### config.mk
export PLATFORM = sky130hd
export DESIGN_NAME = wsb_bridge
export DESIGN_NICKNAME = d
export VERILOG_FILES = /design/src/rtl/wsb_pkg.sv /design/src/rtl/wsb_decode.sv /design/src/rtl/wsb_resp.sv /design/src/rtl/wsb_bridge.sv
export SDC_FILE = /design/constraint.sdc
export NUM_CORES = 1
export LEC_CHECK = 0
export BUFFER_PORTS_ARGS = -buffer_cell sky130_fd_sc_hd__clkbuf_2
export CORE_MARGIN = 2
export CORE_UTILIZATION = 49
export DETAILED_ROUTE_END_ITERATION = 10
export GPL_TIMING_DRIVEN = 1
export PLACE_DENSITY = 0.77
export SLEW_MARGIN = 10
export SYNTH_ARGS = -nofsm -noshare
export SYNTH_HDL_FRONTEND = slang
export SYNTH_SLANG_ARGS = --single-unit
### constraint.sdc
create_clock -name clk -period 2.6 [get_ports clk]
set_clock_uncertainty 0.1 [all_clocks]
set_input_delay 0.78 -clock clk [delete_from_list [all_inputs] [get_ports clk]]
set_output_delay 0.78 -clock clk [all_outputs]
set_load 0.005 [all_outputs]
### src/rtl/wsb_pkg.sv
package wsb_pkg;

    typedef enum logic [2:0] {
        ST_IDLE,
        ST_WDATA,
        ST_ISSUE,
        ST_WAIT,
        ST_RSTAT,
        ST_RDATA
    } wsb_state_t;

    // status word bit positions
    localparam int STB_BUSERR = 0;
    localparam int STB_BADOP  = 1;
    localparam int STB_OVR    = 2;

endpackage

### src/rtl/wsb_decode.sv
module wsb_decode #(
    parameter int DATA_W = 32,
    parameter int OPC_W  = 8,
    parameter int OP_RD  = 1,
    parameter int OP_WR  = 16,
    localparam int ADDR_W = DATA_W - OPC_W
) (
    input  logic [DATA_W-1:0] cmd,
    output logic              is_rd,
    output logic              is_wr,
    output logic              is_bad,
    output logic [ADDR_W-1:0] addr
);

    logic [OPC_W-1:0] opc;

    always_comb begin
        opc    = cmd[DATA_W-1 -: OPC_W];
        addr   = cmd[ADDR_W-1:0];
        is_rd  = (opc == OPC_W'(OP_RD));
        is_wr  = (opc == OPC_W'(OP_WR));
        is_bad = !(is_rd || is_wr);
    end

endmodule

### src/rtl/wsb_resp.sv
module wsb_resp #(
    parameter int DATA_W = 32
) (
    input  logic              clk,
    input  logic              rst_n,
    input  logic              ld_bus,
    input  logic              bus_err,
    input  logic [DATA_W-1:0] bus_rdata,
    input  logic              ld_bad,
    input  logic              set_ovr,
    input  logic              pop_stat,
    output logic [DATA_W-1:0] stat_word,
    output logic [DATA_W-1:0] data_word
);
    import wsb_pkg::*;

    logic [1:0]        code_q;
    logic [DATA_W-1:0] data_q;
    logic              ovr_q;

    always_ff @(posedge clk or negedge rst_n) begin
        if (!rst_n) begin
            code_q <= '0;
            data_q <= '0;
            ovr_q  <= 1'b0;
        end else begin
            if (ld_bus) begin
                code_q <= {1'b0, bus_err};
                data_q <= bus_rdata;
            end else if (ld_bad) begin
                code_q <= 2'b10;
            end
            if (set_ovr) begin
                ovr_q <= 1'b1;
            end else if (pop_stat) begin
                ovr_q <= 1'b0;
            end
        end
    end

    always_comb begin
        stat_word = '0;
        stat_word[STB_BUSERR] = code_q[0];
        stat_word[STB_BADOP]  = code_q[1];
        stat_word[STB_OVR]    = ovr_q;
        data_word = data_q;
    end

endmodule

### src/rtl/wsb_bridge.sv
module wsb_bridge #(
    parameter int DATA_W = 32,
    parameter int OPC_W  = 8,
    parameter int OP_RD  = 1,
    parameter int OP_WR  = 16,
    localparam int ADDR_W = DATA_W - OPC_W
) (
    input  logic              clk,
    input  logic              rst_n,
    input  logic              host_sel,
    input  logic              host_wr,
    input  logic              host_rd,
    input  logic [DATA_W-1:0] host_wdata,
    output logic [DATA_W-1:0] host_rdata,
    output logic [ADDR_W-1:0] bus_addr,
    output logic [DATA_W-1:0] bus_wdata,
    output logic              bus_we,
    output logic              bus_re,
    input  logic [DATA_W-1:0] bus_rdata,
    input  logic              bus_done,
    input  logic              bus_err
);
    import wsb_pkg::*;

    wsb_state_t st, nxt;

    logic              xfer_wr, xfer_rd;
    logic              dec_rd, dec_wr, dec_bad;
    logic [ADDR_W-1:0] dec_addr;
    logic [ADDR_W-1:0] addr_q;
    logic [DATA_W-1:0] wdata_q;
    logic              rd_q;
    logic              is_ready, is_idle, is_busy;
    logic [DATA_W-1:0] stat_word, data_word;

    assign xfer_wr = host_wr && !host_sel;
    assign xfer_rd = host_rd && !host_sel;

    wsb_decode #(
        .DATA_W(DATA_W), .OPC_W(OPC_W), .OP_RD(OP_RD), .OP_WR(OP_WR)
    ) u_dec (
        .cmd   (host_wdata),
        .is_rd (dec_rd),
        .is_wr (dec_wr),
        .is_bad(dec_bad),
        .addr  (dec_addr)
    );

    wsb_resp #(.DATA_W(DATA_W)) u_resp (
        .clk      (clk),
        .rst_n    (rst_n),
        .ld_bus   (st == ST_WAIT && bus_done),
        .bus_err  (bus_err),
        .bus_rdata(bus_rdata),
        .ld_bad   (st == ST_IDLE && xfer_wr && dec_bad),
        .set_ovr  (xfer_wr && is_busy),
        .pop_stat (st == ST_RSTAT && xfer_rd),
        .stat_word(stat_word),
        .data_word(data_word)
    );

    // state register
    always_ff @(posedge clk or negedge rst_n) begin
        if (!rst_n) st <= ST_IDLE;
        else        st <= nxt;
    end

    // next state
    always_comb begin
        nxt = st;
        unique case (st)
            ST_IDLE: begin
                if (xfer_wr) begin
                    if (dec_rd)      nxt = ST_ISSUE;
                    else if (dec_wr) nxt = ST_WDATA;
                    else             nxt = ST_RSTAT;
                end
            end
            ST_WDATA: if (xfer_wr)  nxt = ST_ISSUE;
            ST_ISSUE:               nxt = ST_WAIT;
            ST_WAIT:  if (bus_done) nxt = ST_RSTAT;
            ST_RSTAT: if (xfer_rd)  nxt = rd_q ? ST_RDATA : ST_IDLE;
            ST_RDATA: if (xfer_rd)  nxt = ST_IDLE;
            default:                nxt = ST_IDLE;
        endcase
    end

    // command and data capture
    always_ff @(posedge clk or negedge rst_n) begin
        if (!rst_n) begin
            addr_q  <= '0;
            wdata_q <= '0;
            rd_q    <= 1'b0;
        end else begin
            if (st == ST_IDLE && xfer_wr) begin
                addr_q <= dec_addr;
                rd_q   <= dec_rd;
            end
            if (st == ST_WDATA && xfer_wr) begin
                wdata_q <= host_wdata;
            end
        end
    end

    // outputs
    always_comb begin
        is_idle    = (st == ST_IDLE);
        is_ready   = (st == ST_RSTAT) || (st == ST_RDATA);
        is_busy    = (st == ST_ISSUE) || (st == ST_WAIT) || is_ready;
        bus_addr   = addr_q;
        bus_wdata  = wdata_q;
        bus_re     = (st == ST_ISSUE) && rd_q;
        bus_we     = (st == ST_ISSUE) && !rd_q;
        host_rdata = '0;
        if (host_sel)              host_rdata[0] = is_ready;
        else if (st == ST_RSTAT)   host_rdata = stat_word;
        else if (st == ST_RDATA)   host_rdata = data_word;
    end

endmodule

Word level (Yosys, flattened, before mapping)
Cells that the tools add are included.
Storage, ports and cells
  bits in registers: 95
  word-level logic and storage cells: 57
Operators by class
  equality and inequality tests: 12
  mux-type cells: 17
  reductions and logical operators: 21
Operators by type and width (number)
  32-bit 2-to-1 mux: 2
  31-bit 2-to-1 mux: 1
  3-bit 2-to-1 mux: 8
  3-bit case mux with 6 select lines: 1
  1-bit logical AND: 10
  2-bit != test (second input constant): 5
  8-bit by 1-bit == test with 1-bit output (second input constant): 1
  8-bit by 5-bit == test with 1-bit output (second input constant): 1
  3-bit by 2-bit == test with 1-bit output (second input constant): 2
  3-bit == test (second input constant): 2
  5-bit AND reduction: 1
  1-bit logical OR: 4
  2-bit 2-to-1 mux: 2
  2-bit nonzero test: 2
  3-bit by 1-bit == test with 1-bit output (second input constant): 1
  1-bit logical NOT: 3
  3-bit logical NOT: 1
  1-bit 2-to-1 mux: 3

Longest topological paths before layout
Gate-level depths: netlist of run 1.
  word-level depth: 6
  depth in mapped cells: 7
  gate-level depth less buffers: 4

By module
Synthesis of run 1 repeated with hierarchy kept, for this count alone.
Unflattened totals
  cells, all modules: 375
  area, all modules: 4709.5 µm²
Modules (own cells, without submodules)
  wsb_bridge: instances 1, cells each 236, area each 2811.4 µm², sequential area each 1501.4 µm²
  wsb_resp: instances 1, cells each 109, area each 1670.4 µm², sequential area each 875.8 µm²
  wsb_decode: instances 1, cells each 30, area each 227.7 µm², sequential area each 0.0 µm²

Worst setup path after synthesis of run 1
Ideal clock, no wire load.
  path type: input to output
  start: input port host_sel
  end: output port host_rdata[21]
  arrival time: 1.635 ns
  data required time: 1.720 ns
  path slack: 0.085 ns
  stages: 5
  cells stage by stage: buf_2 nor4b_2 buf_2 clkbuf_2 and2_1
On the way
  word-level cells in the longest chain between the ends: 1
RTL lines
  start: declaration: RTL line wsb_bridge.sv:10  | input logic host_sel,
  31-bit 2-to-1 mux: RTL line wsb_bridge.sv:115  | if (host_sel) host_rdata[0] = is_ready;
  end: declaration: RTL line wsb_bridge.sv:14  | output logic [DATA_W-1:0] host_rdata,
No other way between the ends.

Worst setup path after layout of run 1
  start: register st[1]
  end: output port host_rdata[17]
On the way
  word-level cells in the longest chain between the ends: 4
  elaborated cells between the ends (all ways): 5
RTL lines
  start: declaration: RTL line wsb_bridge.sv:25  | wsb_state_t st, nxt;
  start signal: assignment: RTL line wsb_bridge.sv:65  | else st <= nxt;
  3-bit == test: RTL line wsb_bridge.sv:117  | else if (st == ST_RDATA) host_rdata = data_word;
  32-bit 2-to-1 mux: RTL line wsb_bridge.sv:117
  32-bit 2-to-1 mux (*): RTL line wsb_bridge.sv:116  | else if (st == ST_RSTAT) host_rdata = stat_word;
  31-bit 2-to-1 mux (*): RTL line wsb_bridge.sv:115
Every way passes the cells marked *; elsewhere a longest branch is shown, timed or not.

==> impl_results.md, run 1 <==
* Final slew viol count at 0
* Clk sink count at 95
* Core ar. at 0.00826 sq mm
* CP top delay family: simple AND/OR/NAND/NOR gates
* Post-Syn Nets at 360
* RSZ-0062 raised after global routing: false
* Vias per cell at 5.03
* Layout Area Growth over Synthesis at 27.5%
* Setup slack at placement at 0.0966 ns
* Area post-placement at 0.00515 sq mm
* Initial antenna violation count at 0
* Slowest-stage cell, CP: dfrtp_2
* First-pass GRT wire length at 13100 um
* Vias in the first global route at 2789
* Site Rows at 33
* Dpl hpwl at 6430 um
* Fin area at 0.00533 sq mm
* Clock-pin slew on the worst setup and hold paths at 0.09 ns
* Met2 wire length at 4100 um
* Asr flop ratio synth at 1.00
* CTS Buf Count at 9
* Seq cells post-synth at 95
* Post-synth top area cell: dfrtp_1
* Critical path's largest stage delay at 0.48 ns
* Cell leakage power at 2.91 nW
* Synth Cell Area at 0.00418 sq mm
* Status: finished, final reports clean
* Least-Margin Pin Slew at 0.441 ns
* Ys flop type: dfrtp_1
* Commonest cells post-synth: 95 x dfrtp_1, 60 x mux2_2, 30 x and2_1
* Vias at 2848
* Starting Density at 0.507
* DR pass1 iterations at 4
* CP endpoint: host_rdata[17]
* Crit start category: flop
* WP buf/inv at 2
* Final TNS setup at 0 ns
* Inserted Diodes at 0
* Share of the synthesized area in the top cell type at 0.568
* IO buf count at 160
* Most common cell in the netlist: dfrtp_1
* WHS at 0.267 ns
* Setup crit end kind: primary output
* Post-Syn Area per Cell at 14.5 sq um
* CP required at 1.72 ns
* Post-synth cell types at 42
* CTS tree: done
* R2R Path End: u_resp.data_word[8]$_DFFE_PN0P_
* Total Routing Usage GR at 0.183
* Top sig layer: met4
* Setup ws final at 0.106 ns
* R2r setup slk at 0.80 ns
* DIE AREA at 0.00929 sq mm
* Die outline width at 96.4 um
* Met3 wire len at 880 um
* Clock root buffer: clkbuf_8
* WL/cell at 14.9 um
* Post-layout min period at 2.49 ns
* Final hold violation count at 0
* Final setup fails at 0
* Main area contributors after synthesis: dfrtp_1 57%, mux2_2 16%, mux2_4 9.7%, and2_1 4.5%, buf_6 1.6%
* Clock Path Buffers at 2
* Hold-fix buffers, CTS at 0
* Max Fclk at 0.401 GHz
* Critical path launch point: st[1]$_DFFE_PN0P_
* Pin count of the biggest net entering global routing at 50
* WL final at 8410 um
* Clk_lat worst skew at 0.34 ns
* Nets at 528
* Yosys Warn Count at 0
* DRT met1 WL at 3350 um
* Max-cap violations at 0
* Crit Path Class: flop to primary output
* Seq/Total Area, Yosys at 0.568
* Post-DRT Antenna Nets at 0
* Max-slew headroom at 0.706
* Die span in y at 96.4 um
* Htree depth at 3
* Crit-path max FO at 29
* Residual DRC at 0
* Worst path arrival time at 1.61 ns
* Total gr overflow at 0
* Crit path depth at 4
* Ports at 161
* Final worst-path cycle share at 0.959
* Critical R2R Launch: st[1]$_DFFE_PN0P_
* PD cells at 647 mW/mm^2
* Final GP Congestion at 0.834
* Final core utilization at 0.646
* Peak supply drop at 0.398 mV
* Initial DRC Count at 47
* Worst path cell trace: nor4b_4 -> buf_12 -> and2_1 -> clkbuf_2
* Hold Crit Class: input port to asynchronous set/reset pin
* Synthesized instance count at 289
* R2r worst-path depth at 4
* Layout cell share with drive strength beyond 1 at 0.618
* EDFF count, synth at 0
==> layout by cell type (no fill, tap or decap), types with 2 or more instances in the layout <==
master,instances
mux2i_1,3
mux2_4,27
nor2b_1,3
mux2_2,60
dfrtp_1,94
clkinv_4,2
clkbuf_8,9
o21ai_0,5
nand2_1,3
nand2b_1,3
buf_12,4
a21oi_1,6
nand3_1,2
nand3b_1,2
inv_6,2
nor3_1,3
nor2_1,6
o31ai_1,2
clkbuf_2,159
buf_4,11
and2_1,30
nor2b_2,2
==> final cells by class <==
class                           instances  area (sq um)
Tap cell                              105           131
Inverter                                2          7.51
Clock buffer                           10           128
Sequential cell                        95          2380
Multi-Input combinational cell        175          1690
Fill cell                             653          2930
Clock inverter                          5          42.5
Timing Repair Buffer                  174           958
==> sequential cells by signal (all words and copies together) (netlist names) <==
name,flops
bus_wdata,32
u_resp.data_word,32
bus_addr,24
st,3
u_resp.code_q,2
rd_q,1
u_resp.ovr_q,1
==> where the power goes <==
group          internal (mW)  switching (mW)  total [mW]
registers               1.71           0.131        1.84
logic                  0.436           0.320       0.756
clock network          0.353           0.498       0.851
==> metal layers <==
metal	track usage	vias to the layer above
li1	-	1354
met1	0.222	1372
met2	0.303	115
met3	0.0652	7
met4	0.0657	0
met5	0	-
==> repair_timing <==
item                                    4_1_cts  5_1_grt
resized for setup                             1        0
setup buffers                                 0        2
endpoints found under the setup margin       29       22
==> cells by family after synthesis <==
family          synth area share
buf+inv                   0.0305
compound gates            0.0359
simple gates              0.0948
mux                        0.268
xor+xnor                 0.00209
flops                      0.568
==> worst min-delay path by stage <==
stage / endpoint / cells after the start
6_report: bus_wdata[29]$_DFFE_PN0P_ / 1
4_1_cts: bus_wdata[26]$_DFFE_PN0P_ / 1
3_5_place_dp: bus_wdata[6]$_DFFE_PN0P_ / 1
2_1_floorplan: u_resp.code_q[1]$_DFFE_PN0P_ / 1
5_1_grt: bus_wdata[29]$_DFFE_PN0P_ / 1
3_3_place_gp: u_resp.code_q[1]$_DFFE_PN0P_ / 1
==> through the flow <==
stage	std cells	power [mW]
2_1_floorplan	289	2.22
3_3_place_gp	549	2.61
3_5_place_dp	549	2.64
4_1_cts	564	3.50
5_1_grt	566	3.67
6_report	566	3.45
No activity file was read; power rests on OpenSTA's default activity.
==> run 2, diff against run 1 <==
--- a/config.mk
+++ b/config.mk
@@ -8,9 +8,11 @@
 export BUFFER_PORTS_ARGS = -buffer_cell sky130_fd_sc_hd__clkbuf_2
 export CORE_MARGIN = 2
 export CORE_UTILIZATION = 49
+export CTS_BUF_LIST = sky130_fd_sc_hd__clkbuf_16
 export DETAILED_ROUTE_END_ITERATION = 10
 export GPL_TIMING_DRIVEN = 1
 export PLACE_DENSITY = 0.77
+export SETUP_SLACK_MARGIN = 0.3
 export SLEW_MARGIN = 10
 export SYNTH_ARGS = -nofsm -noshare
 export SYNTH_HDL_FRONTEND = slang
==> run 2 against run 1 <==
Against the previous run: critical path depth is 2 higher; design area is 8.7% higher; sequential cell count stayed put; utilization is 5.6 points higher; global-route usage is 1.7 points higher; sequential power hardly changed; first-iteration DRC count is 40% lower; combinational power is 3.2% higher; via count is 1.1% higher; die area stayed put; clock power is 56% higher; setup slack worse by 0.025 ns; critical endpoint is now host_rdata[15]; largest power group unchanged.
==> impl_results.md, run 2 (synthesized netlist as in run 1, its figures left out) <==
* Status: finished, final reports clean (unchanged)
* R2r worst-path depth at 7 (was 4)
* WL final at 9160 um (was 8410 um)
* Htree depth at 3 (unchanged)
* Clk sink count at 95 (unchanged)
* Final slew viol count at 0 (unchanged)
* Hold-fix buffers, CTS at 0 (unchanged)
* Max-cap violations at 0 (unchanged)
* Crit-path max FO at 6 (was 29)
* Core ar. at 0.00826 sq mm (unchanged)
* Clk_lat worst skew at 0.33 ns (was 0.34 ns)
* Dpl hpwl at 6350 um (was 6430 um)
* Cell leakage power at 3.12 nW (was 2.91 nW)
* IO buf count at 160 (unchanged)
* Critical path launch point: host_sel (was st[1]$_DFFE_PN0P_)
* Inserted Diodes at 0 (unchanged)
* CTS Buf Count at 9 (unchanged)
* Max-slew headroom at 0.790 (was 0.706)
* CP required at 1.72 ns (about the same)
* Total gr overflow at 0 (unchanged)
* Residual DRC at 0 (unchanged)
* Post-DRT Antenna Nets at 0 (unchanged)
* PD cells at 683 mW/mm^2 (was 647 mW/mm^2)
* Ports at 161 (unchanged)
* Max Fclk at 0.397 GHz (was 0.401 GHz)
* Worst path cell trace: buf_8 -> nor4b_4 -> buf_6 -> buf_6 -> and2_4 -> clkbuf_2 (was nor4b_4 -> buf_12 -> and2_1 -> clkbuf_2)
* Vias in the first global route at 2899 (was 2789)
* Worst path arrival time at 1.64 ns (was 1.61 ns)
* Final setup fails at 0 (unchanged)
* Slowest-stage cell, CP: nor4b_4 (was dfrtp_2)
* Final hold violation count at 0 (unchanged)
* R2r setup slk at 0.64 ns (was 0.80 ns)
* First-pass GRT wire length at 14200 um (was 13100 um)
* Initial antenna violation count at 0 (unchanged)
* Fillers at 581 (was 653)
* CP dominant cell by count: buf_6
* Post-layout min period at 2.52 ns (was 2.49 ns)
* Hold Crit Class: input port to asynchronous set/reset pin (unchanged)
* Least-Margin Pin Slew at 0.315 ns (was 0.441 ns)
* Crit Path Class: input port to primary output (was flop to primary output)
* CP top delay family: buffers and inverters (was simple AND/OR/NAND/NOR gates)
* RSZ-0062 raised after global routing: true (was false)
* Most frequent cells in the layout: 129 x clkbuf_2, 94 x dfrtp_1, 60 x mux2_2 (was 159 x clkbuf_2, 94 x dfrtp_1, 60 x mux2_2)
* Layout cell share with drive strength beyond 1 at 0.682 (was 0.618)
* Setup crit end kind: primary output (unchanged)
* Nets at 535 (was 528)
* Pin count of the biggest net entering global routing at 53 (was 50)
* Vias at 2879 (was 2848)
* DIE AREA at 0.00929 sq mm (unchanged)
* Site Rows at 33 (unchanged)
* Vias per cell at 5.02 (was 5.03)
* Layout Area Growth over Synthesis at 38.6% (was 27.5%)
* Final GP Congestion at 0.815 (was 0.834)
* Initial DRC Count at 28 (was 47)
* Die outline width at 96.4 um (unchanged)
* WHS at 0.231 ns (was 0.267 ns)
* Leading cell type in the layout, fill and taps excluded: clkbuf_2 (unchanged)
* Crit start category: input port (was flop)
* Clock root buffer: clkbuf_16 (was clkbuf_8)
* Final TNS setup at 0 ns (unchanged)
* CTS tree: done (unchanged)
* R2R Path End: bus_addr[20]$_DFFE_PN0P_ (was u_resp.data_word[8]$_DFFE_PN0P_)
* WP buf/inv at 4 (was 2)
* Peak supply drop at 0.467 mV (was 0.398 mV)
* Total Routing Usage GR at 0.200 (was 0.183)
* DR pass1 iterations at 3 (was 4)
* Die span in y at 96.4 um (unchanged)
* Starting Density at 0.507 (unchanged)
* Final worst-path cycle share at 0.969 (was 0.959)
* Critical R2R Launch: st[1]$_DFFE_PN0P_ (unchanged)
* Clock Path Buffers at 2 (unchanged)
* Critical path's largest stage delay at 0.21 ns (was 0.48 ns)
* Clock-pin slew on the worst setup and hold paths at 0.06 ns (was 0.09 ns)
* WL/cell at 16.0 um (was 14.9 um)
==> run 2: cell types whose count changed in the layout (fill, tap and decap cells not counted), sizes merged <==
| cell | before | now |
|---|---|---|
| buf | 15 | 52 |
| clkbuf | 169 | 138 |
| clkinv | 2 | 1 |
| bufinv | 0 | 2 |
==> run 2: through the flow <==
stage	setup WS, ns	power, mW	cell area (sq um)	utilization	instances
2_1_floorplan	0.142	2.23	4220	-	289
3_3_place_gp	0.0847	2.60	5150	0.623	548
3_5_place_dp	0.0290	2.65	5150	0.623	548
4_1_cts	0.0770	4.00	5540	0.671	568
5_1_grt	0.0483	4.17	5800	0.702	573
6_report	0.0808	3.96	5800	0.702	573
==> run 2: where the power goes <==
group / internal (mW) / leakage, nW / switching [mW]
logic: 0.441 / 1.71 / 0.338
clock network: 0.826 / 0.152 / 0.507
registers: 1.71 / 1.26 / 0.134
total: 2.98 / 3.12 / 0.979
==> run 2: timing repair <==
| action | in CTS | in global routing |
|---|---|---|
| buffers inserted | 2 | 4 |
| endpoints found under the setup margin | 32 | 34 |
| gates resized for setup | 18 | 68 |
| gates cloned | 3 | 1 |
| pin swaps | 8 | 12 |
==> run 2: layer usage <==
layer	up-vias	wire length [um]	global-route usage
met4	0	127	0.0669
met3	11	723	0.0566
met5	-	0	0
met1	1413	3570	0.245
li1	1353	-	-
met2	102	4740	0.341
==> run 2: final cells by class <==
cell class	count	area (sq um)	area share
multi-input combinational	175	1770	0.306
sequential	95	2380	0.410
clock inverter	6	78.8	0.0136
clock buffer	9	225	0.0388
timing repair buffer	181	1200	0.208
tap	105	131	0.0227
inverter	2	7.51	0.00129
==> run 2: worst max path at each step <==
stage / endpoint / depth (start not counted)
after global routing: host_rdata[18] / 6
final: host_rdata[15] / 6
after CTS: host_rdata[5] / 6
after floorplan: host_rdata[22] / 5
after detailed placement: host_rdata[8] / 5
after global placement: host_rdata[21] / 5
==> run 3, diff against run 2 <==
--- a/config.mk
+++ b/config.mk
@@ -11,8 +11,9 @@
 export CTS_BUF_LIST = sky130_fd_sc_hd__clkbuf_16
 export DETAILED_ROUTE_END_ITERATION = 10
 export GPL_TIMING_DRIVEN = 1
-export PLACE_DENSITY = 0.77
+export PLACE_DENSITY = 0.8
 export SETUP_SLACK_MARGIN = 0.3
+export SKIP_CTS_REPAIR_TIMING = 1
 export SLEW_MARGIN = 10
 export SYNTH_ARGS = -nofsm -noshare
 export SYNTH_HDL_FRONTEND = slang
==> run 3 against run 2 <==
Against the previous run: combinational power down 2%; design area down 0.24%; wire length down 0.36%; register-to-register slack better by 0.09 ns; critical path depth unchanged; critical path type unchanged.
==> impl_results.md, run 3 (synthesized netlist as in run 1, its figures left out) <==
* Status: finished, final reports clean (unchanged)
* Crit Path Class: input port to primary output (unchanged)
* Leading cell type in the layout, fill and taps excluded: clkbuf_2 (unchanged)
* Layout Area Growth over Synthesis at 38.3% (was 38.6%)
* Max-cap violations at 0 (unchanged)
* Peak supply drop at 0.514 mV (was 0.467 mV)
* Post-DRT Antenna Nets at 0 (unchanged)
* PD cells at 695 mW/mm^2 (was 683 mW/mm^2)
* Sw frac at 0.253 (was 0.247)
* Clk sink count at 95 (unchanged)
* Clk_lat worst skew at 0.33 ns (about the same)
* Initial DRC Count at 86 (was 28)
* Final worst-path cycle share at 0.989 (was 0.969)
* Site Rows at 33 (unchanged)
* Busiest grt layer: met2 (unchanged)
* Clock root buffer: clkbuf_16 (unchanged)
* WL/cell at 16.0 um (about the same)
* Clock-pin slew on the worst setup and hold paths at 0.07 ns (was 0.06 ns)
* Hold Crit Class: input port to asynchronous set/reset pin (unchanged)
* Die outline width at 96.4 um (unchanged)
* DR pass1 iterations at 4 (was 3)
* WL final at 9120 um (was 9160 um)
* Cell leakage power at 3.11 nW (was 3.12 nW)
* Most frequent cells in the layout: 127 x clkbuf_2, 93 x dfrtp_1, 60 x mux2_2 (was 129 x clkbuf_2, 94 x dfrtp_1, 60 x mux2_2)
* DIE AREA at 0.00929 sq mm (unchanged)
* Clock Path Buffers at 2 (unchanged)
* Nets at 532 (was 535)
* Starting Density at 0.507 (unchanged)
* Crit start category: input port (unchanged)
* CP required at 1.72 ns (about the same)
* WHS at 0.268 ns (was 0.231 ns)
* Sequential share of power at 0.462 (was 0.467)
* CTS Buf Count at 9 (unchanged)
* Power share of the combinational group at 0.191 (was 0.197)
* Clk network pwr share at 0.347 (was 0.337)
* Vias in the first global route at 2739 (was 2899)
* Post-layout min period at 2.57 ns (was 2.52 ns)
* Worst path arrival time at 1.69 ns (was 1.64 ns)
* First-pass GRT wire length at 12800 um (was 14200 um)
* M2 GR Usage at 0.291 (was 0.341)
* Final GP Congestion at 0.840 (was 0.815)
* Max Fclk at 0.389 GHz (was 0.397 GHz)
* Least-Margin Pin Slew at 0.397 ns (was 0.315 ns)
* Inserted Diodes at 0 (unchanged)
* Core ar. at 0.00826 sq mm (unchanged)
* Met3 Resource Use GR at 0.0659 (was 0.0566)
* Htree depth at 3 (unchanged)
* Final hold violation count at 0 (unchanged)
* Total gr overflow at 0 (unchanged)
* Pin count of the biggest net entering global routing at 52 (was 53)
* Die span in y at 96.4 um (unchanged)
* Residual DRC at 0 (unchanged)
* Crit-path max FO at 5 (was 6)
* Dpl hpwl at 6280 um (was 6350 um)
* Final Total Pwr at 4.02 mW (was 3.96 mW)
* Switching power total at 1.02 mW (was 0.979 mW)
* IO buf count at 160 (unchanged)
* Max-slew headroom at 0.735 (was 0.790)
* Design internal power at 3.00 mW (was 2.98 mW)
* RSZ-0062 raised after global routing: true (unchanged)
* Layout cell share with drive strength beyond 1 at 0.691 (was 0.682)
* Total Routing Usage GR at 0.179 (was 0.200)
* Final TNS setup at 0 ns (unchanged)
* Vias at 2878 (was 2879)
* CTS tree: done (unchanged)
* Initial antenna violation count at 0 (unchanged)
* Final setup fails at 0 (unchanged)
* GR Util met1 at 0.221 (was 0.245)
* Ports at 161 (unchanged)
* Vias per cell at 5.04 (was 5.02)
* Final slew viol count at 0 (unchanged)
* Setup crit end kind: primary output (unchanged)
==> run 3: area by class of cell <==
type / count / area [sq um]
tap: 105 / 131
fill: 592 / 2470
clock buffer: 9 / 225
inverter: 2 / 7.51
multi-input combinational: 175 / 1780
clock inverter: 7 / 95.1
sequential: 95 / 2380
timing repair buffer: 178 / 1170
==> run 3: per-layer routing <==
metal | share of wire | wire length (um) | up-vias
li1 | - | - | 1362
met5 | 0 | 0 | -
met2 | 0.51 | 4620 | 114
met4 | 0.0089 | 81 | 0
met1 | 0.40 | 3670 | 1393
met3 | 0.082 | 750 | 9
==> run 3: metrics by stage <==
step	setup WS [ns]	utilization	cell area [sq um]	std cells
3_5_place_dp	0.0547	0.623	5150	548
6_report	0.0293	0.700	5780	571
5_1_grt	-0.0197	0.700	5780	571
3_3_place_gp	0.0852	0.623	5150	548
2_1_floorplan	0.142	-	4220	289
4_1_cts	0.0492	0.662	5470	564
==> run 3: worst max-delay path, cell delays in order <==
cell and delay [ns]:
buf_6 0.10, nor4b_4 0.26, buf_4 0.20, buf_6 0.13
and2_4 0.14, buf_6 0.08
==> run 3: power by group through the flow <==
stage	sequential [mW]	clock, mW	combinational (mW)
2_1_floorplan	1.86	0	0.364
3_3_place_gp	1.86	0	0.743
3_5_place_dp	1.88	0	0.767
4_1_cts	1.85	1.43	0.769
5_1_grt	1.88	1.50	0.843
6_report	1.86	1.40	0.767
==> run 3: worst paths after layout <==
path / from / end / slack [ns] / cells after the start
hold / removal: rst_n / u_resp.data_word[16]$_DFFE_PN0P_ / 0.27 / 1
setup / recovery: host_sel / host_rdata[3] / 0.03 / 6
max in group asynchronous: rst_n / bus_wdata[17]$_DFFE_PN0P_ / 1.53 / 2
min in group clk: bus_wdata[6]$_DFFE_PN0P_ / bus_wdata[6]$_DFFE_PN0P_ / 0.39 / 1
setup reg to reg: st[1]$_DFFE_PN0P_ / bus_addr[14]$_DFFE_PN0P_ / 0.73 / 6
hold reg to reg: bus_wdata[6]$_DFFE_PN0P_ / bus_wdata[6]$_DFFE_PN0P_ / 0.39 / 1
